### src/rtl/smi_pkg.sv
// Package: shared offsets, bit positions and widths for the SMI controller.
// Assumes a byte-wide register bus with 8-bit offsets.
package smi_pkg;
    localparam int ADDR_W    = 8;
    localparam int DATA_W    = 8;
    localparam int EVT_BITS  = 7;

    localparam logic [ADDR_W-1:0] OFS_STS_LO = 8'h28;
    localparam logic [ADDR_W-1:0] OFS_STS_HI = 8'h29;
    localparam logic [ADDR_W-1:0] OFS_EN_LO  = 8'h2A;
    localparam logic [ADDR_W-1:0] OFS_EN_HI  = 8'h2B;
    localparam logic [ADDR_W-1:0] OFS_CTL    = 8'h2C;
    localparam logic [ADDR_W-1:0] OFS_ACK    = 8'h2D;
    localparam logic [ADDR_W-1:0] OFS_CMD    = 8'h2F;

    localparam int CTL_SMI_EN   = 0;
    localparam int CTL_BIOS_RLS = 1;
    localparam int CTL_LOCK     = 4;
    localparam int ACK_BIT      = 0;
    localparam int EVT_GREL     = 5;
    localparam int EVT_CMD      = 6;

    typedef enum logic [2:0] {
        SEL_NONE,
        SEL_STS,
        SEL_EN,
        SEL_CTL,
        SEL_CMD
    } rd_sel_e;
endpackage

### src/rtl/smi_evt_regs.sv
// Module: global status (write-one-to-clear) and global enable bytes.
// Produces the event-side trigger: a status event whose enable bit is set.
// Assumes set and clear in the same cycle resolve to set.
module smi_evt_regs #(
    parameter int EVT_BITS  = 7,
    parameter int GREL_BIT  = 5,
    parameter int CMD_BIT   = 6
) (
    input  logic                clk,
    input  logic                rst_n,
    input  logic                wr_sts,
    input  logic                wr_en,
    input  logic [EVT_BITS-1:0] wdata,
    input  logic                set_cmd,
    input  logic                set_grel,
    output logic [EVT_BITS-1:0] sts_q,
    output logic [EVT_BITS-1:0] en_q,
    output logic                evt_trig
);
    logic [EVT_BITS-1:0] set_vec;
    logic [EVT_BITS-1:0] clr_vec;

    // Build per-bit set and clear vectors from events and the bus.
    always_comb begin
        set_vec           = '0;
        set_vec[CMD_BIT]  = set_cmd;
        set_vec[GREL_BIT] = set_grel;
        clr_vec           = wr_sts ? wdata : '0;
    end

    // One status flop per event bit; a set beats a clear.
    for (genvar i = 0; i < EVT_BITS; i++) begin : g_sts
        always_ff @(posedge clk) begin
            if (!rst_n)          sts_q[i] <= 1'b0;
            else if (set_vec[i]) sts_q[i] <= 1'b1;
            else if (clr_vec[i]) sts_q[i] <= 1'b0;
        end
    end

    // Enable byte: plain storage of the implemented bits.
    always_ff @(posedge clk) begin
        if (!rst_n)     en_q <= '0;
        else if (wr_en) en_q <= wdata;
    end

    // Event trigger uses the enable value from before this edge.
    always_comb begin
        evt_trig = (set_cmd & en_q[CMD_BIT]) | (set_grel & en_q[GREL_BIT]);
    end
endmodule

### src/rtl/smi_ctl_reg.sv
// Module: control byte storage and the BIOS-release pulse generator.
// Assumes the release pulse is registered, one cycle after the write edge.
module smi_ctl_reg #(
    parameter int DATA_W   = 8,
    parameter int RLS_BIT  = 1
) (
    input  logic              clk,
    input  logic              rst_n,
    input  logic              wr_ctl,
    input  logic [DATA_W-1:0] wdata,
    output logic [DATA_W-1:0] ctl_q,
    output logic              bios_rls
);
    // Store the control byte as written.
    always_ff @(posedge clk) begin
        if (!rst_n)      ctl_q <= '0;
        else if (wr_ctl) ctl_q <= wdata;
    end

    // Emit a single-cycle release pulse on a write with the release bit.
    always_ff @(posedge clk) begin
        if (!rst_n) bios_rls <= 1'b0;
        else        bios_rls <= wr_ctl & wdata[RLS_BIT];
    end
endmodule

### src/rtl/smi_gate.sv
// Module: SMI gating with re-entry lock and handler-running flag.
// Assumes gating uses register values from before the current edge and
// that a raise in the same cycle as an acknowledge leaves the flag set.
module smi_gate (
    input  logic clk,
    input  logic rst_n,
    input  logic trig,
    input  logic smi_en,
    input  logic lock,
    input  logic ack,
    output logic smi_req,
    output logic active
);
    logic fire;

    // Decide whether a trigger may raise an SMI this cycle.
    always_comb begin
        fire = trig & smi_en & (~lock | ~active);
    end

    // Track whether a handler is running.
    always_ff @(posedge clk) begin
        if (!rst_n)    active <= 1'b0;
        else if (fire) active <= 1'b1;
        else if (ack)  active <= 1'b0;
    end

    // Register the request so it is a clean one-cycle pulse.
    always_ff @(posedge clk) begin
        if (!rst_n) smi_req <= 1'b0;
        else        smi_req <= fire;
    end
endmodule

### src/rtl/smi_ctl_lock.sv
// Module: top of the SMI controller; decodes the byte bus, holds the
// command byte and builds the readback. Reads are combinational.
module smi_ctl_lock
    import smi_pkg::*;
(
    input  logic              clk,
    input  logic              rst_n,
    input  logic              bus_wr,
    input  logic [ADDR_W-1:0] bus_addr,
    input  logic [DATA_W-1:0] bus_wdata,
    output logic [DATA_W-1:0] bus_rdata,
    input  logic              grel_pulse,
    input  logic              apm_cmd_stb,
    output logic              smi_req,
    output logic              bios_rls
);
    localparam int PAD_W = DATA_W - EVT_BITS;

    logic                wr_sts, wr_en, wr_ctl, wr_ack, wr_cmd;
    logic [EVT_BITS-1:0] sts_q, en_q;
    logic [DATA_W-1:0]   ctl_q, cmd_q;
    logic                evt_trig, act_q;
    rd_sel_e             rd_sel;

    // Decode write strobes per register offset.
    always_comb begin
        wr_sts = bus_wr && (bus_addr == OFS_STS_LO);
        wr_en  = bus_wr && (bus_addr == OFS_EN_LO);
        wr_ctl = bus_wr && (bus_addr == OFS_CTL);
        wr_ack = bus_wr && (bus_addr == OFS_ACK) && bus_wdata[ACK_BIT];
        wr_cmd = bus_wr && (bus_addr == OFS_CMD);
    end

    smi_evt_regs #(
        .EVT_BITS (EVT_BITS),
        .GREL_BIT (EVT_GREL),
        .CMD_BIT  (EVT_CMD)
    ) u_evt (
        .clk      (clk),
        .rst_n    (rst_n),
        .wr_sts   (wr_sts),
        .wr_en    (wr_en),
        .wdata    (bus_wdata[EVT_BITS-1:0]),
        .set_cmd  (wr_cmd),
        .set_grel (grel_pulse),
        .sts_q    (sts_q),
        .en_q     (en_q),
        .evt_trig (evt_trig)
    );

    smi_ctl_reg #(
        .DATA_W  (DATA_W),
        .RLS_BIT (CTL_BIOS_RLS)
    ) u_ctl (
        .clk      (clk),
        .rst_n    (rst_n),
        .wr_ctl   (wr_ctl),
        .wdata    (bus_wdata),
        .ctl_q    (ctl_q),
        .bios_rls (bios_rls)
    );

    smi_gate u_gate (
        .clk     (clk),
        .rst_n   (rst_n),
        .trig    (evt_trig | apm_cmd_stb),
        .smi_en  (ctl_q[CTL_SMI_EN]),
        .lock    (ctl_q[CTL_LOCK]),
        .ack     (wr_ack),
        .smi_req (smi_req),
        .active  (act_q)
    );

    // Hold the last byte written to the command register.
    always_ff @(posedge clk) begin
        if (!rst_n)      cmd_q <= '0;
        else if (wr_cmd) cmd_q <= bus_wdata;
    end

    // Select which register the read offset points at.
    always_comb begin
        unique case (bus_addr)
            OFS_STS_LO: rd_sel = SEL_STS;
            OFS_EN_LO:  rd_sel = SEL_EN;
            OFS_CTL:    rd_sel = SEL_CTL;
            OFS_CMD:    rd_sel = SEL_CMD;
            default:    rd_sel = SEL_NONE;
        endcase
    end

    // Build read data; control shows the running flag in its enable slot.
    always_comb begin
        bus_rdata = '0;
        case (rd_sel)
            SEL_STS: bus_rdata = {{PAD_W{1'b0}}, sts_q};
            SEL_EN:  bus_rdata = {{PAD_W{1'b0}}, en_q};
            SEL_CTL: begin
                bus_rdata             = ctl_q;
                bus_rdata[CTL_SMI_EN] = act_q;
                bus_rdata[CTL_LOCK]   = ctl_q[CTL_LOCK];
            end
            SEL_CMD: bus_rdata = cmd_q;
            default: bus_rdata = '0;
        endcase
    end
endmodule

### config.mk
export PLATFORM = sky130hd
export DESIGN_NAME = smi_ctl_lock
export DESIGN_NICKNAME = d
export VERILOG_FILES = /design/src/rtl/smi_pkg.sv /design/src/rtl/smi_evt_regs.sv /design/src/rtl/smi_ctl_reg.sv /design/src/rtl/smi_gate.sv /design/src/rtl/smi_ctl_lock.sv
export SDC_FILE = /design/constraint.sdc
export NUM_CORES = 1
export LEC_CHECK = 0
export BUFFER_PORTS_ARGS = -buffer_cell sky130_fd_sc_hd__buf_2
export CAP_MARGIN = 5
export CORE_ASPECT_RATIO = 0.75
export CORE_MARGIN = 5
export CORE_UTILIZATION = 53
export DETAILED_ROUTE_END_ITERATION = 8
export GPL_TIMING_DRIVEN = 0
export PLACE_DENSITY = 0.78
export SETUP_SLACK_MARGIN = 0.1
export SLEW_MARGIN = 10
export SYNTH_ARGS = -nofsm -noshare
export SYNTH_HDL_FRONTEND = slang
export SYNTH_SLANG_ARGS = --single-unit
export TNS_END_PERCENT = 5
### constraint.sdc
create_clock -name clk -period 2.1 [get_ports clk]
set_input_delay 0.21 -clock clk [delete_from_list [all_inputs] [get_ports clk]]
set_output_delay 0.21 -clock clk [all_outputs]
set_load 0.01 [all_outputs]
==> flow_metrics.tcl <==
set metrics [dict create \
    synth_ff_type "dfxtp_1" \
    placed_cells 214 \
    areaGrowthSynthToFinish_pct 18.44 \
    initialDrtViolationCount 59 \
    vias 1277 \
    core_mm2 0.002562 \
    r2r-start "u_evt.en_q[5]$_SDFFE_PN0P_" \
    fin_crit_sh_pct 91.44 \
    post_drt_wl_per_cell_um 16.89 \
    clockBufferDepth 2 \
    yosys.area.top_type_share_pct 40.51 \
    critPathMaxFanout 10 \
    r2r-end "u_gate.active$_SDFFE_PN0P_" \
    path_class "in -> out" \
    power_leakage_nw 0.7588 \
    via_per_inst 5.858 \
    endpoint_kind "output port" \
    row_count 16 \
    fp.dieH_um 54.25 \
    synth_top_family_by_area "simple AND/OR/NAND/NOR gates" \
    skew_ps 11.72 \
    clk_latency_ps 340 \
    async_reset_ff_share_pct 0 \
    die_w_um 69 \
    yosys_warnings 0 \
    worstHoldStart "bus_wdata[7]" \
    nets 204 \
    ys_top_cells_by_area "dfxtp_1 41%, mux2i_1 17%, nand2_1 8.7%" \
    status "finished clean" \
    synth_seq_cells 28 \
    clock.fmax_mhz 520.7 \
    synth-edff-count 0 \
    netlist_area_mm2 0.001384 \
    start_util_pct 54.00 \
    antenna_cells 0 \
    synth-adder-area-share_pct 0 \
    finalMaxSlewViolations 0 \
    worstPathArrival_ps 1710 \
    avgSynthCellArea_um2 9.287 \
    track_usage_pct 20.42 \
    htree_levels 1 \
    synth_compound_area_share_pct 11.66 \
    holdPathEnd "u_ctl.ctl_q[7]$_SDFFE_PN0P_" \
    cts.sinks 28 \
    worst_slew_pin_slew_ps 540.4 \
    r2r_cells 3 \
    firstDrtPassIters 4 \
    cp-start-kind "input pin" \
    portBuffers 29 \
    drc 0 \
    yosysSeqAreaShare_pct 40.51 \
    synth_xor_area_share_pct 0 \
    finalSetupTns_ps 0 \
    synth-simple-area-share_pct 25.86 \
    vdd_drop_max_mv 0.4037 \
    place.gp.congestion 0.8672 \
    hp-class "in -> reg" \
    rsz0062_at_grt "no" \
    synthMuxAreaShare_pct 17.36 \
    synth_nets 170 \
    antenna_left 0 \
    fin_cells 218 \
    ctsHoldBuffers 0 \
    cts-buffers-inserted 3 \
    powerDensity_mw_per_mm2 596.8 \
    drive_gt1_share_pct 24.73 \
    reg2reg_slack_ps 1140 \
    worstPathRequired_ps 1890 \
    grt_overflow 0 \
    grt_pass1_vias 1328 \
    cts_setup_buffers 0 \
    dp_hpwl_um 2643 \
    maxCapViolations 0 \
    grt_max_degree 17 \
    synthCells 149 \
    yosysTopAreaCell "dfxtp_1" \
    cts-root-buf "clkbuf_4" \
    dieArea_mm2 0.003743 \
    synth_cell_types 39 \
    total_power_mw 0.9782 \
    cts_tree "yes" \
    final_hold_viol_count 0 \
    clkTransAtPathRegs_ps 160 \
    wl_um 3683 \
    antenna_found_initial 0 \
    period_minus_slack_ps 1920 \
    io-pin-count 31 \
    setup_viol 0 \
    hold_depth 3 \
    grt_first_pass_wirelength_um 5954 \
    nFillCells 221 \
    multi_input_area_um2 772.0 \
    relSlewSlack_pct 63.48 \
    seq_area_um2 560.5 \
]
[worst max-delay path: stages]
cell	delay [ps]
buf_2	110
clkbuf_1	210
or3b_2	570
nor4b_1	310
a211o_1	160
buf_2	130
[cells by family after synthesis]
kind of cell           Yosys count
and+or+nand+nor                 65
DFF                             28
muxes                           24
AOI/OAI and AO/OA               20
buffers and inverters           12
[layout make-up]
type,instances,area share [%]
Multi-Input combinational cell,109,47.10
Tap cell,36,2.748
Clock inverter,1,1.832
Buffer,11,3.664
Sequential cell,28,34.20
Inverter,1,0.2290
Clock buffer,3,1.374
Timing Repair Buffer,29,8.855
[layer usage]
layer / vias to the layer above / track usage [%] / wire length [µm]
li1: 599 / - / -
met3: 6 / 6.606 / 365
met5: - / 0 / 0
met1: 607 / 23.55 / 1552
met4: 0 / 9.416 / 30
met2: 65 / 35.60 / 1735
[Yosys cell counts, drive strengths merged (5+ instances only)]
library cell,n
buf,5
a22o,6
clkbuf,6
nand2,32
mux2i,24
nand3,10
dfxtp,28
[through the flow]
stage                     utilization [%]  instance area [µm²]  worst slack (ps)  hold slack [ps]
after detailed placement            61.43                 1574             87.70            456.9
after global routing                63.96                 1639             116.5            109.1
after CTS                           63.72                 1633             183.0            126.7
final                               63.96                 1639             179.7            124.7
after floorplan                         -                 1384             572.4            371.5
after global placement              61.43                 1574             102.8            442.3
[registers in the layout, summed over array words and instances (netlist names)]
name and flops:
cmd_q 8, u_ctl.bios_rls 1, u_ctl.ctl_q 8, u_evt.en_q 7, u_evt.sts_q 2, u_gate.active 1
u_gate.smi_req 1
[report_power, final]
group / switching (mW) / internal [mW]
Clock: 0.166 / 0.193
Sequential: 0.000946 / 0.534
Combinational: 0.0534 / 0.0313
[worst max-delay path by stage]
stage	startpoint	to	cells past startpoint
CTS	bus_addr[2]	bus_rdata[5]	6
global route	bus_addr[2]	bus_rdata[5]	6
floorplan	bus_addr[7]	u_ctl.ctl_q[0]$_SDFFE_PN0P_	5
detailed placement	bus_addr[2]	bus_rdata[6]	6
finish	bus_addr[2]	bus_rdata[5]	6
global placement	bus_addr[2]	bus_rdata[6]	6
[timing repair]
| action | CTS | global route |
|---|---|---|
| resized for setup | 1 | 1 |
| cloned | 0 | 0 |
| endpoints found under the setup margin | 1 | 6 |
[cells in the final DEF (no fill, tap or decap), drive strengths merged]
master  synthesis  routed
clkbuf          6       9
nor4bb          2       2
nand2b          2       2
nand2          32      32
a31oi           1       1
a21o            2       2
dfxtp          28      28
inv             1       1
buf             5      34
nor3            1       1
and3            1       1
o41ai           1       1
bufinv          0       1
or4b            1       1
a32o            1       1
and4            1       1
a211oi          2       2
nand3          10      10
nand3b          2       2
nand4           1       1
a22o            6       6
nor2b           2       2
mux2i          24      24
nor2            2       2
o21ai           2       2
and2            2       2
a21oi           1       1
nor4            1       1
and2b           1       1
or3b            1       1
a21boi          1       1
a211o           2       2
nor4b           2       2
o311ai          1       1
nor3b           1       1
No activity file was read; power rests on OpenSTA's default activity.
